--- src/rtl/mem_xact_seq.sv ---
module mem_xact_seq #(
  parameter int ADDR_BYTES = 4,
  parameter int LEN_W = 8,
  parameter int OVF_W = 3,
  parameter int CNT_W = 8,
  localparam int AW = 8 * ADDR_BYTES,
  localparam int AL_W = $clog2(ADDR_BYTES + 1)
) (
  input  logic             clk,
  input  logic             rst_n,
  input  logic             req_valid,
  input  logic [1:0]       req_kind,
  input  logic [6:0]       req_dev,
  input  logic [AW-1:0]    req_addr,
  input  logic [AL_W-1:0]  req_alen,
  input  logic [LEN_W-1:0] req_len,
  input  logic             cfg_rep_start,
  input  logic [OVF_W-1:0] cfg_ovf_mask,
  output logic             busy,
  output logic             cmd_valid,
  output logic [1:0]       cmd_op,
  output logic [7:0]       cmd_byte,
  output logic             cmd_nack,
  input  logic             eng_done,
  input  logic             eng_nack,
  input  logic [7:0]       eng_rdata,
  input  logic [7:0]       wr_data,
  output logic             wr_take,
  output logic [7:0]       rd_data,
  output logic             rd_valid,
  output logic             done,
  output logic [1:0]       status,
  output logic [CNT_W-1:0] fail_cnt
);

  typedef enum logic [3:0] {
    PH_IDLE, PH_START1, PH_DEVW, PH_ADDR, PH_TSTOP,
    PH_START2, PH_DEVR, PH_RDATA, PH_WDATA, PH_STOP
  } phase_t;

  phase_t           ph_q;
  logic             wait_q;
  logic [1:0]       kind_q;
  logic [6:0]       dev_q;
  logic [AW-1:0]    addr_q;
  logic [AL_W-1:0]  alen_q;
  logic [AL_W-1:0]  idx_q;
  logic [LEN_W-1:0] rem_q;
  logic             rep_q;
  logic [OVF_W-1:0] mask_q;
  logic [1:0]       stat_q;
  logic [CNT_W-1:0] fail_q;

  logic             step;
  logic             is_wr;
  logic             is_probe;
  logic             last_byte;
  logic [OVF_W-1:0] ovf_bits;
  logic [6:0]       dev_eff;
  logic [7:0]       addr_byte;

  assign step      = wait_q && eng_done;
  assign is_wr     = kind_q[1];
  assign is_probe  = (kind_q == 2'b00);
  assign last_byte = (rem_q == LEN_W'(1));
  assign busy      = (ph_q != PH_IDLE);
  assign cmd_valid = busy && !wait_q;
  assign wr_take   = cmd_valid && (ph_q == PH_WDATA);
  assign cmd_nack  = (ph_q == PH_RDATA) && last_byte;
  assign fail_cnt  = fail_q;

  assign ovf_bits  = OVF_W'(addr_q >> {alen_q, 3'b000}) & mask_q;
  assign dev_eff   = dev_q | 7'(ovf_bits);
  assign addr_byte = 8'(addr_q >> {idx_q, 3'b000});

  always_comb begin
    cmd_op   = 2'd0;
    cmd_byte = 8'h00;
    case (ph_q)
      PH_TSTOP, PH_STOP: cmd_op = 2'd1;
      PH_DEVW: begin cmd_op = 2'd2; cmd_byte = {dev_eff, 1'b0}; end
      PH_DEVR: begin cmd_op = 2'd2; cmd_byte = {dev_eff, 1'b1}; end
      PH_ADDR: begin cmd_op = 2'd2; cmd_byte = addr_byte; end
      PH_WDATA: begin cmd_op = 2'd2; cmd_byte = wr_data; end
      PH_RDATA: cmd_op = 2'd3;
      default: cmd_op = 2'd0;
    endcase
  end

  always_ff @(posedge clk or negedge rst_n) begin
    if (!rst_n) begin
      ph_q     <= PH_IDLE;
      wait_q   <= 1'b0;
      kind_q   <= 2'b00;
      dev_q    <= '0;
      addr_q   <= '0;
      alen_q   <= '0;
      idx_q    <= '0;
      rem_q    <= '0;
      rep_q    <= 1'b0;
      mask_q   <= '0;
      stat_q   <= 2'd0;
      fail_q   <= '0;
      done     <= 1'b0;
      status   <= 2'd0;
      rd_valid <= 1'b0;
      rd_data  <= 8'h00;
    end else begin
      done     <= 1'b0;
      rd_valid <= 1'b0;
      if (cmd_valid) wait_q <= 1'b1;
      else if (step) wait_q <= 1'b0;

      if (ph_q == PH_IDLE) begin
        if (req_valid) begin
          kind_q <= req_kind;
          dev_q  <= req_dev;
          addr_q <= req_addr;
          alen_q <= req_alen;
          rem_q  <= req_len;
          rep_q  <= cfg_rep_start;
          mask_q <= cfg_ovf_mask;
          stat_q <= 2'd0;
          fail_q <= '0;
          ph_q   <= PH_START1;
        end
      end else if (step) begin
        case (ph_q)
          PH_START1:
            ph_q <= (kind_q == 2'b01 && alen_q == '0) ? PH_DEVR : PH_DEVW;
          PH_DEVW: begin
            if (eng_nack) begin
              stat_q <= 2'd1;
              ph_q   <= PH_STOP;
            end else if (is_probe) begin
              ph_q <= PH_STOP;
            end else if (alen_q != '0) begin
              idx_q <= alen_q - AL_W'(1);
              ph_q  <= PH_ADDR;
            end else begin
              ph_q <= (rem_q == '0) ? PH_STOP : PH_WDATA;
            end
          end
          PH_ADDR: begin
            if (eng_nack) begin
              stat_q <= 2'd2;
              ph_q   <= PH_STOP;
            end else if (idx_q != '0) begin
              idx_q <= idx_q - AL_W'(1);
            end else if (is_wr) begin
              ph_q <= (rem_q == '0) ? PH_STOP : PH_WDATA;
            end else begin
              ph_q <= rep_q ? PH_START2 : PH_TSTOP;
            end
          end
          PH_TSTOP:  ph_q <= PH_START2;
          PH_START2: ph_q <= PH_DEVR;
          PH_DEVR:   ph_q <= (rem_q == '0) ? PH_STOP : PH_RDATA;
          PH_RDATA: begin
            rd_valid <= 1'b1;
            rd_data  <= eng_rdata;
            rem_q    <= rem_q - LEN_W'(1);
            if (last_byte) ph_q <= PH_STOP;
          end
          PH_WDATA: begin
            if (eng_nack && fail_q != '1) fail_q <= fail_q + CNT_W'(1);
            rem_q <= rem_q - LEN_W'(1);
            if (last_byte) ph_q <= PH_STOP;
          end
          PH_STOP: begin
            done   <= 1'b1;
            status <= (stat_q == 2'd0 && fail_q != '0) ? 2'd3 : stat_q;
            ph_q   <= PH_IDLE;
          end
          default: ph_q <= PH_IDLE;
        endcase
      end
    end
  end

endmodule


--- config.mk ---
export PLATFORM = sky130hd
export DESIGN_NAME = mem_xact_seq
export DESIGN_NICKNAME = d
export VERILOG_FILES = /design/src/rtl/mem_xact_seq.sv
export SDC_FILE = /design/constraint.sdc
export NUM_CORES = 1
export LEC_CHECK = 0
export ABC_CLOCK_PERIOD_IN_PS = 2500
export BUFFER_PORTS_ARGS = -buffer_cell sky130_fd_sc_hd__buf_2
export CAP_MARGIN = 20
export CORE_ASPECT_RATIO = 0.5
export CORE_UTILIZATION = 54
export DETAILED_ROUTE_END_ITERATION = 12
export GPL_ROUTABILITY_DRIVEN = 0
export PLACE_DENSITY = 0.81
export SLEW_MARGIN = 20
export SYNTH_ARGS = -nofsm -noshare
export SYNTH_HDL_FRONTEND = slang
export SYNTH_SLANG_ARGS = --single-unit
export TNS_END_PERCENT = 100
--- constraint.sdc ---
create_clock -name clk -period 2.5 [get_ports clk]
set_input_delay 0.25 -clock clk [delete_from_list [all_inputs] [get_ports clk]]
set_output_delay 0.25 -clock clk [all_outputs]
set_load 0.005 [all_outputs]
==> metrics.md <==
| Metric | Value |
|---|---|
| Switch Pwr | 2.51 mW |
| Total grt overflow | 0 |
| DRT iter0 DRCs | roughly 400 |
| Worst hold-check path type | primary input to flop |
| Combinational Power Share | approximately 40% |
| Die Area | approximately 8900 um^2 |
| WL/cell | ~16 um |
| Post-Layout Cell Count | 716 |
| Setup TNS | 0 ps |
| FP Rows | 23 |
| Syn. warnings | 0 |
| FF-to-FF Start | ph_q[2] |
| Crit Path Category | flop to output port |
| Ant diodes | 0 |
| Skew-Pair Late Insertion Delay | between 300 and 400 ps |
| Largest net degree at the start of global routing | 52 |
| WL met2 | roughly 5100 um |
| Max IR drop VDD | about 0.56 mV |
| Layout overhead on the synthesized area | 21.9% |
| CP startpoint kind | flop |
| CP max stage delay | ~610 ps |
| Synth area leaders | dfrtp_1, nand2_1, mux4_2, mux2_2, o21ai_0 |
| Post-route ant nets | 0 |
| Initial Util | between 50 and 60% |
| Post-synth top area cell | dfrtp_1 |
| Max Cap Viol | 0 |
| Metal3 WL | ~750 um |
| Cells after synthesis | between 400 and 500 |
| Synth Cell Area | 4570 um^2 |
| Postcts setup bufs | 0 |
| Fill cells | roughly 640 |
| Critical-path cell list | nand4bb_1, nor2_2, buf_4, a222oi_1, inv_1, buf_2 |
| Clk pwr share | about a fifth |
| PortBufs | 110 |
| CP max stage cell | dfrtp_1 |
| Root Buffer | clkbuf_16 |
| Drt pass-1 iters | 5 |
| CTS buffer count | 9 |
| CORE AREA | 8090 um^2 |
| GRT Overall Usage | approximately a quarter |
| Syn nets | between 500 and 600 |
| Post-synthesis sequential element count | 86 |
| Worst Setup End Kind | output port |
| Vias per cell | between 5 and 6 |
| Predominant post-synthesis flop cell | dfrtp_1 |
| Fin area | about 5600 um^2 |
| Sequential Power Share | slightly below 40% |
| Sequential share of the synthesized area | between 40% and 50% |
| Post-synth cell types | 64 |
| R2R depth | 7 |
| Worst hold endpoint | dev_q[3] |
| CP Max Fanout | 12 |
| Setup Skew | 5.29 ps |
| CTS tree | done |
| WHS Path Cells | 3 |
| WHS | 92.2 ps |
| Post-DP HPWL | roughly 8000 um |
| Final period util | between 90% and 100% |
| I/O pin total | ~110 |
| First-pass GRT wire length | ~18,000 um |
| Leak pwr | around 2.8 nW |
| Worst path required time | approximately 2300 ps |
| Status | complete, no violations |
| Share of cells above drive strength 1 | around 30% |
| Clk pin slew, worst setup/hold paths | 70 ps |
| Least-Margin Pin Slew | approximately 760 ps |
| Highest metal used | met4 |
| Ys async rst share | 100% |
| Final hold violations | 0 |
| Cell-internal power | just under 4 mW |
| Area after DPL | 5270 um^2 |
| Setup Viol. Count Final | 0 |
| Synth top cells by count | nand2_1, dfrtp_1, nor2_1 |
| Reg2reg end | rem_q[2] |
| Fmax achieved | 0.420 GHz |
| Max H-tree Level | 3 |
| Drt total wl | roughly 11,000 um |
| Setup slack, reg-to-reg | between 200 and 300 ps |
| Most frequent cell after synthesis | nand2_1 |
| Via count | 4,022 |
| Final net count | slightly below 700 |
| # clock sinks | 86 |
| Clk buf depth | 2 |
| Met1 WL | approximately 5100 um |
| Placed Cells | 699 |
| Tmin final | about 2400 ps |
| Die X | 132 um |
| Post-synth EDFFs | 0 |
| Vias in the first global route | around 3,700 |
| CP arrival | 2130 ps |
| Synth top area share | a little under half |
| Initial antenna violation count | 0 |
| Hold_sp | req_dev[3] |
| Slew HR | between 40% and 50% |
| DIE HEIGHT | around 67 um |
| DRC Markers | 0 |
| Switch share | 39.3% |
| Average cell area after synthesis | just over 9 um^2 |
| Final slew viol count | 0 |
| Power per standard cell area | about 1100 nW/um^2 |
[cell type report]
type	count	area (um^2)	area share [%]
Timing Repair Buffer	127	696	12.5
Multi-Input combinational cell	355	2210	39.7
Inverter	20	75.1	1.35
Clock inverter	7	65.1	1.17
Tap cell	112	140	2.52
Sequential cell	86	2160	38.7
Clock buffer	9	225	4.04
[worst max path at each step]
stage                 start     endpoint  slack [ps]  cells after the start
global route        ph_q[0]  cmd_byte[6]         -20                      7
detailed placement  ph_q[0]     idx_q[2]         270                      7
CTS                 ph_q[0]  cmd_byte[0]          10                      6
floorplan           ph_q[0]     rem_q[1]         400                      6
global placement    ph_q[1]  fail_cnt[4]         350                      4
finish              ph_q[2]  cmd_byte[5]         120                      6
[cells by family after synthesis]
family                   count (synthesis)  synth area share [%]
flip-flops                              86                  47.1
multiplexers                            26                  9.28
XOR/XNOR                                 1                 0.192
adder cells (fa/ha/maj)                  5                  1.37
buffers and inverters                   49                  4.52
AO/OA/AOI/OAI                           84                  13.1
AND/OR/NAND/NOR                        239                  24.4
[flip-flops by register name, indices dropped and copies added (netlist names), 3 cells and up]
signal and flops:
ph_q 4, dev_q 7, rem_q 8, addr_q 32, mask_q 3, rd_data 8
idx_q 3, alen_q 3, fail_cnt 8
[layer usage]
metal | track usage, % | vias up
met2 | 41.6 | 155
met1 | 37.4 | 1907
met3 | 5.86 | 18
met4 | 7.12 | 0
met5 | 0 | -
li1 | - | 1942
[power groups by stage]
stage          sequential [mW]  clock (mW)  combinational, mW
5_1_grt                   2.63        1.38               2.84
3_5_place_dp              2.55           0               2.52
3_3_place_gp              2.51           0               2.47
2_1_floorplan             2.26           0               1.99
4_1_cts                   2.53        1.31               2.55
6_report                  2.55        1.29               2.56
[cells in the final DEF (no fill, tap or decap), types with 3 or more instances in the layout]
cell / n
nand2_1: 150
a22oi_1: 7
a222oi_1: 4
clkbuf_16: 9
mux4_2: 11
nor2_1: 21
a22o_1: 5
buf_4: 16
dfrtp_1: 83
nor3_1: 15
nor4b_1: 5
o31ai_1: 3
buf_2: 109
mux2i_1: 3
inv_1: 19
nand4_1: 3
dfrtp_2: 3
clkinv_4: 3
ha_1: 5
nand3_1: 9
or3_1: 7
o2bb2ai_1: 4
mux2_2: 9
or2_2: 4
nand2b_1: 4
a31oi_1: 4
o22ai_1: 4
o21ai_0: 20
o211ai_1: 3
a21oi_1: 11
[stage by stage]
step | util (%) | power [mW] | setup slack, ps
2_1_floorplan | - | 4.25 | 400
3_3_place_gp | 65.1 | 4.98 | 351
3_5_place_dp | 65.1 | 5.07 | 272
4_1_cts | 68.8 | 6.39 | 10.3
5_1_grt | 68.9 | 6.85 | -18.3
6_report | 68.9 | 6.40 | 120
[repair_timing]
action / in CTS / in global routing
endpoints found under the setup margin: 0 / 8
gates resized for setup: 0 / 4
hold buffers: 1 / 0
endpoints found under the hold margin: 36 / 0
[worst max-delay path, delay by kind of cell, from the launching register on]
family          cells  cell delay, ps
simple gates        2             510
compound gates      1             310
flops               1             610
buf+inv             3             360
Note: power is estimated with default switching activity, not from simulation.
